`src/rtl/serreg_pkg.sv`:
```
package serreg_pkg;
    localparam int ADDR_W  = 4;
    localparam int DATA_W  = 10;
    localparam int FRAME_W = ADDR_W + 2 + DATA_W;
    localparam int NREG    = 1 << ADDR_W;
    localparam int CNT_W   = $clog2(FRAME_W + 2);

    typedef struct packed {
        logic [ADDR_W-1:0] addr;
        logic              rd;
        logic              rsv;
        logic [DATA_W-1:0] data;
    } cmd_t;

    typedef logic [NREG-1:0][DATA_W-1:0] bank_t;
endpackage

```
`src/rtl/serreg_sync.sv`:
```
module serreg_sync #(
    parameter int               WIDTH   = 3,
    parameter int               STAGES  = 2,
    parameter logic [WIDTH-1:0] RST_VAL = '0
) (
    input  logic             clk,
    input  logic             rst_n,
    input  logic [WIDTH-1:0] d_i,
    output logic [WIDTH-1:0] q_o
);
    logic [STAGES-1:0][WIDTH-1:0] pipe_d, pipe_q;

    always_comb begin
        pipe_d[0] = d_i;
        for (int s = 1; s < STAGES; s++) begin
            pipe_d[s] = pipe_q[s-1];
        end
    end

    always_ff @(posedge clk or negedge rst_n) begin
        if (!rst_n) pipe_q <= {STAGES{RST_VAL}};
        else        pipe_q <= pipe_d;
    end

    assign q_o = pipe_q[STAGES-1];
endmodule

```
`src/rtl/serreg_shift.sv`:
```
module serreg_shift
    import serreg_pkg::*;
(
    input  logic clk,
    input  logic rst_n,
    input  logic sclk_s,
    input  logic latch_s,
    input  logic sdi_s,
    input  logic chain_mode,
    input  cmd_t rd_word,
    output logic start_o,
    output logic cmd_vld_o,
    output cmd_t cmd_o,
    output logic sdo_o,
    output logic sdo_oe_o
);
    localparam logic [CNT_W-1:0] FULL = CNT_W'(FRAME_W);
    localparam logic [CNT_W-1:0] SAT  = CNT_W'(FRAME_W + 1);

    typedef struct packed {
        logic               sclk_prev;
        logic               latch_prev;
        logic [FRAME_W-1:0] sr;
        logic [CNT_W-1:0]   cnt;
        logic               sdo;
        logic               vld;
        cmd_t               cmd;
    } shift_st_t;

    shift_st_t s_d, s_q;
    logic rise, fall, lat_fall, lat_rise, frame_ok;
    logic [FRAME_W-1:0] rd_bits;

    always_comb begin
        s_d            = s_q;
        s_d.sclk_prev  = sclk_s;
        s_d.latch_prev = latch_s;
        s_d.vld        = 1'b0;
        rd_bits        = rd_word;
        rise     = sclk_s & ~s_q.sclk_prev;
        fall     = ~sclk_s & s_q.sclk_prev;
        lat_fall = s_q.latch_prev & ~latch_s;
        lat_rise = ~s_q.latch_prev & latch_s;
        frame_ok = chain_mode ? (s_q.cnt >= FULL) : (s_q.cnt == FULL);

        if (lat_fall) begin
            // preload queued readback so its MSB is visible before the first clock
            s_d.sr  = rd_bits;
            s_d.cnt = '0;
            s_d.sdo = rd_bits[FRAME_W-1];
        end else if (!latch_s) begin
            if (rise) begin
                s_d.sr  = {s_q.sr[FRAME_W-2:0], sdi_s};
                s_d.cnt = (s_q.cnt == SAT) ? SAT : s_q.cnt + 1'b1;
            end
            if (fall) begin
                s_d.sdo = s_q.sr[FRAME_W-1];
            end
        end

        if (lat_rise && frame_ok) begin
            s_d.vld = 1'b1;
            s_d.cmd = cmd_t'(s_q.sr);
        end
    end

    always_ff @(posedge clk or negedge rst_n) begin
        if (!rst_n) begin
            s_q            <= '0;
            s_q.latch_prev <= 1'b1;
        end else begin
            s_q <= s_d;
        end
    end

    assign start_o   = lat_fall;
    assign cmd_vld_o = s_q.vld;
    assign cmd_o     = s_q.cmd;
    assign sdo_o     = s_q.sdo;
    assign sdo_oe_o  = chain_mode | ~latch_s;
endmodule

```
`src/rtl/serreg_bank.sv`:
```
module serreg_bank
    import serreg_pkg::*;
#(
    parameter logic [NREG-1:0] RSVD_MASK  = 16'hC600,
    parameter bank_t           DEFAULTS   = '0,
    parameter int              SWRST_ADDR = 0,
    parameter int              SWRST_BIT  = DATA_W - 1
) (
    input  logic  clk,
    input  logic  rst_n,
    input  logic  start_i,
    input  logic  cmd_vld_i,
    input  cmd_t  cmd_i,
    output cmd_t  rd_word_o,
    output bank_t regs_o
);
    typedef struct packed {
        bank_t regs;
        cmd_t  rd_word;
    } bank_st_t;

    bank_st_t s_d, s_q;
    logic unused_rsv;
    assign unused_rsv = cmd_i.rsv;

    always_comb begin
        s_d = s_q;
        if (start_i) s_d.rd_word = '0;
        if (cmd_vld_i) begin
            if (cmd_i.rd) begin
                s_d.rd_word.addr = cmd_i.addr;
                s_d.rd_word.rd   = 1'b1;
                s_d.rd_word.rsv  = 1'b0;
                s_d.rd_word.data = RSVD_MASK[cmd_i.addr] ? '0 : s_q.regs[cmd_i.addr];
            end else if (!RSVD_MASK[cmd_i.addr]) begin
                if (cmd_i.addr == ADDR_W'(SWRST_ADDR) && cmd_i.data[SWRST_BIT])
                    s_d.regs = DEFAULTS;
                else
                    s_d.regs[cmd_i.addr] = cmd_i.data;
            end
        end
    end

    always_ff @(posedge clk or negedge rst_n) begin
        if (!rst_n) begin
            s_q.regs    <= DEFAULTS;
            s_q.rd_word <= '0;
        end else begin
            s_q <= s_d;
        end
    end

    assign rd_word_o = s_q.rd_word;
    assign regs_o    = s_q.regs;
endmodule

```
`src/rtl/serreg_port.sv`:
```
module serreg_port
    import serreg_pkg::*;
#(
    parameter int              SYNC_STAGES = 2,
    parameter logic [NREG-1:0] RSVD_MASK   = 16'hC600,
    parameter bank_t           DEFAULTS    = '0
) (
    input  logic                     clk,
    input  logic                     rst_n,
    input  logic                     chain_mode,
    input  logic                     sclk,
    input  logic                     latch_n,
    input  logic                     sdi,
    output logic                     sdo,
    output logic                     sdo_oe,
    output logic [NREG*DATA_W-1:0]   regs_o
);
    logic [2:0] line_raw, line_s;
    logic       start, cmd_vld;
    cmd_t       cmd_word, rd_word;
    bank_t      bank_regs;

    assign line_raw = {sclk, latch_n, sdi};

    serreg_sync #(
        .WIDTH  (3),
        .STAGES (SYNC_STAGES),
        .RST_VAL(3'b010)
    ) u_sync (
        .clk  (clk),
        .rst_n(rst_n),
        .d_i  (line_raw),
        .q_o  (line_s)
    );

    serreg_shift u_shift (
        .clk       (clk),
        .rst_n     (rst_n),
        .sclk_s    (line_s[2]),
        .latch_s   (line_s[1]),
        .sdi_s     (line_s[0]),
        .chain_mode(chain_mode),
        .rd_word   (rd_word),
        .start_o   (start),
        .cmd_vld_o (cmd_vld),
        .cmd_o     (cmd_word),
        .sdo_o     (sdo),
        .sdo_oe_o  (sdo_oe)
    );

    serreg_bank #(
        .RSVD_MASK(RSVD_MASK),
        .DEFAULTS (DEFAULTS)
    ) u_bank (
        .clk      (clk),
        .rst_n    (rst_n),
        .start_i  (start),
        .cmd_vld_i(cmd_vld),
        .cmd_i    (cmd_word),
        .rd_word_o(rd_word),
        .regs_o   (bank_regs)
    );

    assign regs_o = bank_regs;
endmodule

```
`config.mk`:
```
export PLATFORM = sky130hd
export DESIGN_NAME = serreg_port
export DESIGN_NICKNAME = d
export VERILOG_FILES = /design/src/rtl/serreg_pkg.sv /design/src/rtl/serreg_sync.sv /design/src/rtl/serreg_shift.sv /design/src/rtl/serreg_bank.sv /design/src/rtl/serreg_port.sv
export SDC_FILE = /design/constraint.sdc
export NUM_CORES = 1
export LEC_CHECK = 0
export CORE_MARGIN = 2
export CORE_UTILIZATION = 48
export CTS_BUF_LIST = sky130_fd_sc_hd__clkbuf_16
export CTS_CLUSTER_SIZE = 10
export DETAILED_ROUTE_END_ITERATION = 8
export PLACE_DENSITY = 0.8
export RECOVER_POWER = 50
export SLEW_MARGIN = 20
export SYNTH_ARGS = -nofsm -noshare
export SYNTH_HDL_FRONTEND = slang
export SYNTH_SLANG_ARGS = --single-unit
```
`constraint.sdc`:
```
create_clock -name clk -period 2.6 [get_ports clk]
set_clock_uncertainty 0.2 [all_clocks]
set_input_delay 0.26 -clock clk [delete_from_list [all_inputs] [get_ports clk]]
set_output_delay 0.26 -clock clk [all_outputs]
set_load 0.02 [all_outputs]
```
# --- Word-level counts from Yosys, hierarchy flattened ---
# Memories as Yosys holds them, arrays and structs flattened.
# Index checks and enable logic that the tools add are counted.
op_classes:
  n_addsub: 1
  magnitude_cmp: 3
  eq_ne: 3
  muxes: 18
  bitwise_logic: 11
  n_reduce_logical: 9
ops:
  columns: ["operator", "count"]
  rows:
  - ["160-bit bitwise mux", 1]
  - ["160-bit two-way mux", 1]
  - ["16-bit two-way mux", 3]
  - ["22-bit two-way mux", 2]
  - ["10-bit binary-select mux with 4-bit select", 1]
  - ["10-bit demux with 4-bit select", 1]
  - ["10-bit two-way mux", 3]
  - ["21-bit two-way mux", 1]
  - ["17-bit two-way mux", 1]
  - ["5-bit == test (second input constant)", 2]
  - ["1-bit NOT", 6]
  - ["5-bit by 1-bit adder with 5-bit output (second input constant)", 1]
  - ["5-bit >= comparator (second input constant)", 1]
  - ["4-bit by 5-bit less-than comparator with 1-bit output (second input constant)", 1]
  - ["5-bit two-way mux", 1]
  - ["1-bit AND", 4]
  - ["4-bit by 1-bit >= comparator with 1-bit output (second input constant)", 1]
  - ["4-bit zero test", 1]
  - ["2-bit AND reduction", 2]
  - ["2-bit nonzero test", 2]
  - ["1-bit logical AND", 3]
  - ["1-bit two-way mux", 3]
  - ["3-bit AND reduction", 1]
  - ["2-bit != test (second input constant)", 1]
  - ["1-bit bitwise OR", 1]
totals:
  register_bits: 223
  mem_bits_ro: 16
  input_bits: 6
  output_inout_bits: 162
  wordCells: 78
  memories: 1
memory_table:
  columns: ["memory", "words", "word_bits", "read_ports", "rd_ports_with_merged_regs", "write_ports", "line", "source"]
  rows:
  - ["(name not given)", 16, 1, 1, 0, 0, "serreg_bank.sv:34", "s_d.rd_word.data = RSVD_MASK[cmd_i.addr] ? '0 : s_q.regs[cmd_i.addr];"]

# --- Depth between registers and ports, before layout ---
# Gate-level depths: netlist of the first run.
logic_depth:
  ltp_word: 6
  ltp_mapped: 10
  ltp_nobuf: 6

# --- By module ---
# From an unflattened synthesis of the first run, not the netlist that was laid out.
unflattened:
  cells_unflattened: 755
  hier_area_um2: 10085.9
modules_own_cells:
  columns: ["module", "instances", "cells_per_inst", "area_each_um2"]
  rows:
  - ["serreg_bank", 1, 599, 7803.7]
  - ["serreg_shift", 1, 150, 2129.5]
  - ["serreg_sync", 1, 6, 152.6]

# --- Least setup slack after synthesis of the first run ---
# Ideal clock, no wire load.
synth_path:
  path_kind: "register to register"
  from: "register u_shift.s_q, in the netlist u_shift.cmd_o[12]"
  to: "register u_bank.s_q, in the netlist u_bank.regs_o[10]"
  setup_time_ps: 122
  arrival_ps: 2247
  path_slack_ps: 31
  path_stages_with_launch: 11
  path_buffers: 4
  period_less_slack_ps: 2569
  path_cell_list: "dfrtp_1 -> buf_2 -> buf_4 -> inv_1 -> ha_1 -> mux2_4 -> a21oi_4 -> buf_6 -> a21bo_1 -> buf_6 -> a32o_1"
synth_between:
  elab_chain_cells: 6
synth_rtl:
  columns: ["item", "line", "source"]
  rows:
  - ["start, declared", "serreg_shift.sv:30", "shift_st_t s_d, s_q;"]
  - ["4-bit by 5-bit less-than comparator with 1-bit output (implied by the code) / 4-bit by 1-bit >= comparator with 1-bit output (equally long branches)", "serreg_bank.sv:39", "s_d.regs[cmd_i.addr] = cmd_i.data;"]
  - ["1-bit logical AND (implied by the code)", "serreg_bank.sv:39", null]
  - ["10-bit two-way mux (implied by the code)", "serreg_bank.sv:39", null]
  - ["10-bit demux with 4-bit select", null, null]
  - ["160-bit bitwise mux", "serreg_bank.sv:39", null]
  - ["160-bit two-way mux", "serreg_bank.sv:36", "if (cmd_i.addr == ADDR_W'(SWRST_ADDR) && cmd_i.data[SWRST_BIT])"]
  - ["end, declared", "serreg_bank.sv:22", "bank_st_t s_d, s_q;"]
# Parallel ways exist; a longest one is shown, timed or not. The select of a mux whose other input is x is not followed.
# A chain may end at the register's enable or synchronous reset.

# --- Worst setup path in the final report of the first run ---
layout_path:
  from: "register u_shift.s_q, in the netlist u_shift.cmd_o[13]"
  to: "register u_bank.s_q, in the netlist u_bank.regs_o[72]"
# The elaborated chain is that of the path after synthesis.

==> results of run 1 <==
Yosys cell counts (2+ instances only):
library cell and instances:
nand2_1 56, a21oi_1 5, nor3_1 2, and4_1 2, a21bo_1 3, o21ai_0 40, a32o_1 27, xor2_1 2
o21ai_2 4, nor3b_1 2, buf_4 6, and3_1 8, nand4_1 3, dfstp_2 3, and2_1 8, inv_1 6
mux4_2 29, a22o_1 120, buf_6 9, dfrtp_1 218, buf_2 19, o2bb2ai_1 3, nor2_2 3, a21o_1 7
nor2b_1 3, o211ai_1 18, nand2_2 6, a22oi_1 2, buf_1 9, o2111ai_2 2, mux2_2 16, ha_1 7
clkbuf_2 6, nand2b_1 3, clkbuf_1 24, nor2_1 6, mux2i_1 35, nand3_1 2
cells by family (layout without fill, tap and decap cells):
logic type	count (synthesis)	in the layout
multiplexers	81	81
XOR/XNOR	2	2
flip-flops	221	221
other	1	1
AND/OR/NAND/NOR	110	110
buffers and inverters	80	243
adder cells (fa/ha/maj)	7	7
AO/OA/AOI/OAI	238	238
cell type report:
| cell class | instances | area [um2] | share of cell area |
|---|---|---|---|
| timing repair buffer | 195 | 1881 | 0.1523 |
| inverter | 7 | 26.28 | 0.002128 |
| tap | 270 | 337.8 | 0.02736 |
| sequential | 221 | 5535 | 0.4482 |
| clock buffer | 27 | 675.6 | 0.05471 |
| clock inverter | 14 | 78.83 | 0.006383 |
| multi-input combinational | 439 | 3815 | 0.3089 |
through the flow:
stage | area [um2] | utilization | total power, mW | cells | hold slack (ns)
floorplan | 9753 | - | 3.594 | 740 | -0.2356
global placement | 11590 | 0.5764 | 3.700 | 1129 | 0.08900
detailed placement | 11590 | 0.5764 | 3.704 | 1129 | 0.09523
CTS | 12370 | 0.6154 | 6.945 | 1173 | 0.05524
global route | 12350 | 0.6143 | 7.105 | 1173 | 0.1673
finish | 12350 | 0.6143 | 6.889 | 1173 | 0.1516
sequential cells by signal, summed over array words and instances (netlist names):
signal             flops
u_sync.pipe_d          3
u_shift.cmd_vld_o      1
u_shift.cmd_o         15
u_shift.s_q           23
u_bank.rd_word_o      16
u_shift.sdo_o          1
u_sync.q_o             3
u_bank.regs_o        159
timing repair:
| action | 4_1_cts | 5_1_grt |
|---|---|---|
| endpoints found under the hold margin | 82 | 0 |
| gates resized for setup | 0 | 6 |
| hold buffers | 3 | 0 |
| endpoints found under the setup margin | 0 | 31 |
placed cells by master (no fill, tap or decap), types with 16 or more instances in the layout:
master / netlist / final
mux2_2: 16 / 16
inv_1: 6 / 19
mux4_2: 29 / 29
clkbuf_16: 0 / 27
mux2i_1: 35 / 35
o211ai_1: 18 / 18
o21ai_0: 40 / 40
clkdlybuf4s50_1: 0 / 117
a32o_1: 27 / 27
nand2_1: 56 / 56
buf_4: 6 / 17
a22o_1: 120 / 120
dlygate4sd3_1: 0 / 51
dfrtp_1: 218 / 217
worst register-to-register path, stage by stage, from the launching register on:
cell and delay (ns):
dfrtp_1 0.40, inv_1 0.11, ha_1 0.33, mux2_4 0.30, a21oi_4 0.32, buf_4 0.25
buf_4 0.15, nand2_2 0.15, a22o_1 0.24
metal layers:
metal | routed length (um) | vias to the layer above | GRT usage
met5 | 0 | - | 0
met4 | 1020 | 0 | 0.1005
met3 | 2297 | 72 | 0.04594
met2 | 13610 | 397 | 0.4142
met1 | 11900 | 3801 | 0.3807
li1 | - | 3116 | -
power by group through the flow:
stage          clock [mW]  combinational (mW)  sequential, mW
2_1_floorplan           0              0.0543            3.54
3_3_place_gp            0               0.157            3.54
3_5_place_dp            0               0.161            3.54
4_1_cts              3.30               0.165            3.48
5_1_grt              3.44               0.176            3.48
6_report             3.25               0.152            3.48
worst min path at each step:
stage                                          to  slack [ns]
finish                    u_sync.q_o[0]$_DFF_PN0_        0.15
detailed placement    u_shift.s_q[21]$_DFFE_PN0P_         0.1
CTS                    u_sync.pipe_d[3]$_DFF_PN0_        0.06
global route              u_sync.q_o[2]$_DFF_PN0_        0.17
floorplan           u_bank.rd_word_o[0]$_DFF_PN0_       -0.24
global placement      u_shift.s_q[21]$_DFFE_PN0P_        0.09
==> metrics.md, run 1 <==
| Metric | Value |
|---|---|
| Slowest stage cell, crit path | dfrtp_1 |
| Starting density of the core | 0.4851 |
| Initial DRT Pass Iterations | 5 |
| Ys async rst share | 1.000 |
| Hold crit path type | register to register |
| Area leader, netlist | dfrtp_1 |
| Clock tree buffer depth | 3 |
| Yosys warnings | 0 |
| Critical path buffers and inverters | 3 |
| Worst Setup SP | u_shift.cmd_o[13]$_DFFE_PN0P_ |
| Adder-Cell Fraction of Synth Area | 0.008980 |
| Endpoint type of the worst setup path | register |
| Layout net count | 903 |
| DR iter-0 viols | 707 |
| CP startpoint kind | register |
| Pwr dens | 557.8 mW/mm2 |
| Reg clk slew, reported paths | roughly 0.060 ns |
| Max-slew headroom | -0.1047 |
| Filler cells | 1,510 |
| Reg-to-reg endpoint | u_bank.regs_o[72]$_DFFE_PN0P_ |
| Post-synthesis mux area share | 0.1229 |
| Minimum clock period | between 2 and 3 ns |
| Syn avg cell area | 13.18 um2 |
| Fin. Hold Viols | 0 |
| Post-Synth XOR/XNOR Area | 0.001796 |
| Failing checks | capacitance limit, slew limit |
| Die area | 0.02148 mm2 |
| Int Pwr | 5.441 mW |
| Via count | roughly 7,400 |
| Setup TNS Final | 0 ns |
| Fmax | just under 400 MHz |
| R2R Path Start | u_shift.cmd_o[13]$_DFFE_PN0P_ |
| Seq/Total Area, Yosys | 0.5674 |
| Crit path arrival time | around 2.8 ns |
| Clock Power Share | 0.472 |
| TritonCTS clock tree | done |
| Skew-Pair Late Insertion Delay | ~0.52 ns |
| HP Start | u_sync.pipe_d[3]$_DFF_PN0_ |
| Mapped Area | 0.009753 mm2 |
| First-pass GRT wire length | roughly 44,000 um |
| CP top delay family | compound AO/OA/AOI/OAI gates |
| Main combinational cell family by area after synthesis | compound AO/OA/AOI/OAI gates |
| Post-synth cell types | 54 |
| CTS root buffer | clkbuf_16 |
| Simple-gate share of the synthesized area | 0.05709 |
| Status | finished, violations left |
| Chip Width | 146.5 um |
| Hold-critical path depth | 0 |
| GRT overflow | 0 |
| Synth area leaders | dfrtp_1 56%, a22o_1 11%, mux4_2 6.7% |
| VDD IR max | around 0.47 mV |
| Drc violations | 0 |
| CP dominant cell by count | buf_4 |
| WL per Instance | 24.58 um |
| Core area | 0.02010 mm2 |
| Net Count, Synth | ~750 |
| Final WS setup | 0.04211 ns |
| Seq pwr share | 0.505 |
| Post-synthesis compound-gate area fraction | 0.1982 |
| I/O pin count | 168 |
| Main synth FF type | dfrtp_1 |
| Post-CTS Setup Inserts | 0 |
| MaxCap Viol Count | 1 |
| I/O Buffers | 166 |
| Total track usage | 0.2667 |
| Flop-to-flop setup slack | 0.04 ns |
| Rows | 52 |
| Synthesized instance count | 740 |
| Area growth syn-to-layout | 26.62% |
| Vias in the first global route | 7,391 |
| Combinational share of power | 0.022 |
| Yosys top cell area share | 0.5593 |
| CP endpoint | u_bank.regs_o[72]$_DFFE_PN0P_ |
| Clock net sink count | 221 |
| WP depth | 8 |
| Worst path required time | 2.80 ns |
| Max Transition Viols Final | 65 |
| Diode count | 0 |
| R2R depth | 8 |
| Crit-path cells | inv_1 > ha_1 > mux2_4 > a21oi_4 > buf_4 > buf_4 > nand2_2 > a22o_1 |
| Initial antenna violation count | 0 |
| Switching part of the total | 0.2102 |
| Total CTS buffers | 26 |
| Post-synth EDFFs | 0 |
| Largest fanout on the critical path | 11 |
| Via-to-Cell Ratio | between 6 and 7 |
| Static leakage | 5.570 nW |
| Dpl ws | 0.1117 ns |
| Final period util | 0.9838 |
| GPL Wtd Cong | 0.8848 |
| Ratio of cells with drive above 1 in the final layout | 0.1384 |
| Routed wire length | 28,830 um |
| H-tree Lvls | 1 |
| Post-DP HPWL | 18,840 um |
| Routed Antenna Nets | 0 |
| Switching Power | 1.448 mW |
| Finish-stage setup viols | 0 |
| Die H | 146.5 um |
| Worst-Margin Slew | 1.657 ns |
| Largest net degree at the start of global routing | 66 |
| CP Class | register to register |
| Crit-path max cell delay | 0.40 ns |
| #FFs+latches synth | 221 |
Power figures use the tool's default switching activity.
==> run 2, diff against run 1 <==
CORE_MARGIN = 8   (was 2)
==> metrics.md, run 2 (synthesized netlist as in run 1, its figures left out) <==
| Metric | Value |
|---|---|
| Worst path required time | 2.80 ns (about the same) |
| Switching Power | 1.470 mW (+1.5%) |
| TritonCTS clock tree | done |
| Post-DP HPWL | 19,540 um (+3.7%) |
| CP endpoint | u_bank.regs_o[22]$_DFFE_PN0P_ |
| Via count | 7,308 (-1.1%) |
| Worst-Margin Slew | 1.553 ns (-0.1043 ns) |
| Commonest non-fill, non-tap cell in the layout | dfrtp_1 |
| Critical path buffers and inverters | 2 (-1) |
| R2R Path Start | u_shift.cmd_o[12]$_DFFE_PN0P_ |
| Switching part of the total | 0.2157 (+0.005513) |
| MaxCap Viol Count | 1 (unchanged) |
| WP depth | 7 (-1) |
| CP top delay family | compound AO/OA/AOI/OAI gates |
| Via-to-Cell Ratio | 6.284 (-0.21%) |
| Final period util | 0.9724 (-0.01143) |
| Post-Layout Cell Count | 1,163 (-0.85%) |
| Ratio of cells with drive above 1 in the final layout | 0.1310 (-0.007408) |
| Largest net degree at the start of global routing | 60 (-9.1%) |
| Die H | 158.5 um (+8.2%) |
| Starting density of the core | 0.4851 (unchanged) |
| Fmax | 395.5 MHz (+1.2%) |
| Worst hold slack | 0.1158 ns (-0.03583 ns) |
| R2R depth | 7 (-1) |
| Skew-Pair Late Insertion Delay | 0.52 ns (about the same) |
| DR iter-0 viols | 615 (-13%) |
| Dpl ws | 0.1233 ns (+0.01160 ns) |
| Initial antenna violation count | 0 (unchanged) |
| VDD IR max | 0.5781 mV (+24%) |
| Worst Setup SP | u_shift.cmd_o[12]$_DFFE_PN0P_ |
| Routed Antenna Nets | 0 (unchanged) |
| Failing checks | capacitance limit, slew limit |
| Layout net count | 895 (-0.89%) |
| Reg clk slew, reported paths | 0.06 ns (about the same) |
| Finish-stage setup viols | 0 (unchanged) |
| Placed Cells | 1,122 (-0.62%) |
| Slowest stage cell, crit path | dfrtp_2 |
| Crit-path max cell delay | 0.42 ns (+0.02 ns) |
| Minimum clock period | 2.528 ns (-0.02971 ns) |
| H-tree Lvls | 1 (unchanged) |
| Reg-to-reg endpoint | u_bank.regs_o[22]$_DFFE_PN0P_ |
| CP Class | register to register |
| Fin. Hold Viols | 0 (unchanged) |
| Int Pwr | 5.344 mW (-1.8%) |
| Crit-path cells | inv_1 > ha_1 > mux2_4 > a21oi_4 > buf_12 > a21bo_1 > a32o_1 |
| Status | finished, violations left |
| Core area | 0.02010 mm2 (unchanged) |
| Endpoint type of the worst setup path | register |
| Seq pwr share | 0.511 (+0.006) |
| Flop-to-flop setup slack | 0.07 ns (+0.03 ns) |
| Total CTS buffers | 26 (unchanged) |
| Max-slew headroom | -0.03519 (+0.06952) |
| Die area | 0.02514 mm2 (+17%) |
| Pwr dens | 554.1 mW/mm2 (-0.67%) |
| Clock tree buffer depth | 3 (unchanged) |
| I/O pin count | 168 (unchanged) |
| CTS root buffer | clkbuf_16 |
| GRT overflow | 0 (unchanged) |
| Commonest non-fill, non-tap cells in the layout | 217 x dfrtp_1, 120 x a22o_1, 118 x clkdlybuf4s50_1 |
| Unrepaired setup endpoints after global routing | false |
| First-pass GRT wire length | 45,680 um (+3.1%) |
| Combinational share of power | 0.022 (about the same) |
| Final WS setup | 0.07182 ns (+0.02971 ns) |
| Hold crit path type | input port to register |
| Setup TNS Final | 0 ns (unchanged) |
| WL per Instance | 25.41 um (+3.4%) |
| GPL Wtd Cong | 0.8552 (-3.3%) |
| Vias in the first global route | 7,496 (+1.4%) |
| Max reg flops | 159 (unchanged) |
| Static leakage | 5.530 nW (-0.72%) |
| Diode count | 0 (unchanged) |
| Total track usage | 0.2365 (-0.03023) |
| Initial DRT Pass Iterations | 5 (unchanged) |
| Area growth syn-to-layout | 26.08% |
| Clock net sink count | 221 (unchanged) |
| Largest fanout on the critical path | 51 (+40) |
| Chip Width | 158.5 um (+8.2%) |
| Rows | 52 (unchanged) |
| Drc violations | 0 (unchanged) |
| Crit path arrival time | 2.73 ns (-0.03 ns) |
| Max Transition Viols Final | 57 (-12%) |
| Clock Power Share | 0.466 (-0.006) |
| I/O Buffers | 166 (unchanged) |
| CP startpoint kind | register |
| Routed wire length | 29,550 um (+2.5%) |
[run 2: power by group through the flow]
stage | Clock, mW | Sequential [mW] | Combinational [mW]
after floorplan | 0 | 3.54 | 0.0543
after global placement | 0 | 3.54 | 0.156
after detailed placement | 0 | 3.54 | 0.160
after CTS | 3.21 | 3.48 | 0.163
after global routing | 3.35 | 3.48 | 0.177
final | 3.18 | 3.48 | 0.153
[run 2: repair_timing]
item	CTS	global route
resized for setup	0	1
endpoints found under the hold margin	196	0
hold buffers	2	0
setup buffers	0	0
setup endpoints to repair	0	2
[run 2: how the worst min path moves through the flow]
stage	startpoint	endpoint	slack, ns	depth (start not counted)
after detailed placement	rst_n	u_shift.s_q[22]$_DFFE_PN0P_	0.07	1
after global routing	sclk	u_sync.pipe_d[5]$_DFF_PN0_	0.12	1
after global placement	rst_n	u_shift.s_q[22]$_DFFE_PN0P_	0.08	1
after CTS	sclk	u_sync.pipe_d[5]$_DFF_PN0_	0.008	1
final	sclk	u_sync.pipe_d[5]$_DFF_PN0_	0.12	1
after floorplan	rst_n	u_bank.rd_word_o[0]$_DFF_PN0_	-0.24	0
[run 2: cell type report]
class / instances / area, um2
inverters: 7 / 26.28
flip-flops and latches: 221 / 5535
repair buffers: 187 / 1873
well taps: 270 / 337.8
fillers: 1521 / 7807
clock buffers: 27 / 675.6
multi-input cells: 439 / 3799
clock inverters: 12 / 50.05
[run 2: worst reg2reg max path, delay by kind of cell, from the launching register on]
kind	cells	cell delay, ns
muxes	1	0.29
AOI/OAI and AO/OA	3	0.86
buffers and inverters	2	0.37
DFF	1	0.42
adders and majority gates	1	0.26
[run 2: routing by layer]
| metal | vias to the layer above | share of wire | GRT usage |
|---|---|---|---|
| met4 | 0 | 0.028 | 0.07723 |
| li1 | 3096 | - | - |
| met1 | 3752 | 0.40 | 0.3128 |
| met5 | - | 0 | 0 |
| met3 | 66 | 0.080 | 0.04397 |
| met2 | 394 | 0.49 | 0.3871 |
[run 2: through the flow]
| step | utilization | instance area, um2 | total power, mW |
|---|---|---|---|
| 3_5_place_dp | 0.5756 | 11570 | 3.704 |
| 4_1_cts | 0.6127 | 12320 | 6.857 |
| 3_3_place_gp | 0.5756 | 11570 | 3.700 |
| 6_report | 0.6117 | 12300 | 6.814 |
| 2_1_floorplan | - | 9753 | 3.594 |
| 5_1_grt | 0.6117 | 12300 | 7.010 |
==> run 3, diff against run 2 <==
CORE_UTILIZATION = 53   (was 48)
MAX_ROUTING_LAYER = met4   (was not set)
PLACE_DENSITY = 0.84   (was 0.8)
clock period = 2.8 ns   (was 2.6 ns; I/O delays follow)
==> metrics.md, run 3 (synthesized netlist as in run 1, its figures left out) <==
| Metric | Value |
|---|---|
| Critical path buffers and inverters | 2 (unchanged) |
| Area growth syn-to-layout | 25.08% |
| Die area | 0.02300 mm2 (-8.5%) |
| Clock tree buffer depth | 3 (unchanged) |
| Chip Width | 151.7 um (-4.3%) |
| Drc violations | 0 (unchanged) |
| TritonCTS clock tree | done |
| CP top delay family | compound AO/OA/AOI/OAI gates |
| I/O Buffers | 166 (unchanged) |
| I/O pin count | 168 (unchanged) |
| Pwr dens | 513.3 mW/mm2 (-7.4%) |
| Slowest stage cell, crit path | and4_1 |
| Largest fanout on the critical path | 12 (-76%) |
| Via-to-Cell Ratio | 6.514 (+3.7%) |
| Util after Layout | 0.6768 (+0.06515) |
| MaxCap Viol Count | 1 (unchanged) |
| Commonest non-fill, non-tap cell in the layout | dfrtp_1 |
| Failing checks | capacitance limit, slew limit |
| Total CTS buffers | 26 (unchanged) |
| CP Class | register to register |
| Max reg flops | 159 (unchanged) |
| Initial antenna violation count | 0 (unchanged) |
| Endpoint type of the worst setup path | register |
| Rows | 49 (-5.8%) |
| Fmax | 382.3 MHz (-3.3%) |
| Layout net count | 896 (+0.11%) |
| Clock net sink count | 221 (unchanged) |
| Vias in the first global route | 7,391 (-1.4%) |
| Unrepaired setup endpoints after global routing | false |
| Routed Antenna Nets | 0 (unchanged) |
| CTS root buffer | clkbuf_16 |
| GRT overflow | 0 (unchanged) |
| DR iter-0 viols | 610 (-0.81%) |
| CP startpoint kind | register |
| Starting density of the core | 0.5411 (+0.05597) |
| VDD IR max | 0.4509 mV (-22%) |
| Die H | 151.7 um (-4.3%) |
| CTS resizes | 0 (unchanged) |
| Routed wire length | 28,920 um (-2.1%) |
| Post-CTS Setup Inserts | 0 (unchanged) |
| Fin. Hold Viols | 0 (unchanged) |
| Minimum clock period | 2.615 ns (+0.08723 ns) |
| Hold crit path type | input port to register |
| Via count | 7,322 (+0.19%) |
| Reg clk slew, reported paths | 0.06 ns (about the same) |
| Worst-Margin Slew | 1.955 ns (+0.4024 ns) |
| H-tree Lvls | 1 (unchanged) |
| Worst path required time | 3.06 ns (+0.26 ns) |
| Total track usage | 0.2601 (+0.02366) |
| Commonest non-fill, non-tap cells in the layout | 217 x dfrtp_1, 120 x a22o_1, 118 x clkdlybuf4s50_1 |
| Skew-Pair Late Insertion Delay | 0.53 ns (about the same) |
| Core area | 0.01802 mm2 (-10%) |
| Finish-stage setup viols | 0 (unchanged) |
| Largest net degree at the start of global routing | 77 (+28%) |
| Initial DRT Pass Iterations | 5 (unchanged) |
| Crit-path cells | inv_1 > ha_1 > mux2_4 > a21oi_4 > buf_4 > and4_1 > a22o_1 |
| Static leakage | 5.510 nW (-0.36%) |
| Max Transition Viols Final | 75 (+32%) |
| GPL Wtd Cong | 0.8467 (-0.99%) |
| Diode count | 0 (unchanged) |
| Setup TNS Final | 0 ns (unchanged) |
| First-pass GRT wire length | 44,740 um (-2.1%) |
| Crit path arrival time | 2.87 ns (+0.14 ns) |
| Crit-path max cell delay | 0.47 ns (+0.05 ns) |
| Post-DP HPWL | 19,310 um (-1.2%) |
| Max-slew headroom | -0.3034 (-0.2682) |
| Ratio of cells with drive above 1 in the final layout | 0.1274 (-0.003645) |
| WL per Instance | 25.73 um (+1.3%) |
| Status | finished, violations left |
| Final period util | 0.9341 (-0.03830) |
run 3: layer usage:
layer  wire length [um]  vias up  track usage  share of wire
li1                   -     3091            -              -
met1              11820     3807       0.3598           0.41
met2              13650      374       0.3847           0.47
met3               2661       50      0.05376          0.092
met4                788        0      0.07349          0.027
met5                  0        -            -              0
run 3: worst paths after layout:
path                                                     from  cells after the start  slack (ns)                              to
min in group asynchronous                               rst_n                      2        0.67      u_sync.pipe_d[5]$_DFF_PN0_
worst min register to register     u_sync.pipe_d[5]$_DFF_PN0_                      0        0.15         u_sync.q_o[2]$_DFF_PN0_
worst min-delay path                                     sclk                      1        0.13      u_sync.pipe_d[5]$_DFF_PN0_
worst max register to register  u_shift.cmd_o[12]$_DFFE_PN0P_                      7        0.18  u_bank.regs_o[156]$_DFFE_PN0P_
max in group asynchronous                               rst_n                      3        0.46   u_bank.regs_o[14]$_DFFE_PN0P_
worst max-delay path            u_shift.cmd_o[12]$_DFFE_PN0P_                      7        0.18  u_bank.regs_o[156]$_DFFE_PN0P_
run 3: repair_timing:
action,4_1_cts,5_1_grt
endpoints found under the hold margin,73,0
hold buffers,2,0
endpoints found under the setup margin,0,0
run 3: layout make-up:
type | count | area [um2]
Fill cell | 1281 | 5826
Sequential cell | 221 | 5535
Multi-Input combinational cell | 439 | 3797
Timing Repair Buffer | 188 | 1837
Clock buffer | 26 | 650.6
Tap cell | 229 | 286.5
Clock inverter | 14 | 66.31
Inverter | 7 | 26.28
run 3: where the power goes:
group,leakage [nW],total (mW),internal (mW),switching (mW)
Sequential,3.06,3.23,3.22,0.0193
Combinational,2.06,0.140,0.0404,0.0999
Clock,0.391,2.89,1.65,1.23
run 3: per-stage QoR:
stage | cell area [um2] | instances | setup slack, ns | hold WS, ns | total power, mW
2_1_floorplan | 9753 | 740 | 0.2311 | -0.2156 | 3.337
3_3_place_gp | 11490 | 1082 | 0.3379 | 0.1383 | 3.432
3_5_place_dp | 11490 | 1082 | 0.2264 | 0.1451 | 3.436
4_1_cts | 12230 | 1124 | 0.1972 | 0.007675 | 6.299
5_1_grt | 12200 | 1124 | 0.06269 | 0.1378 | 6.446
6_report | 12200 | 1124 | 0.1846 | 0.1300 | 6.262
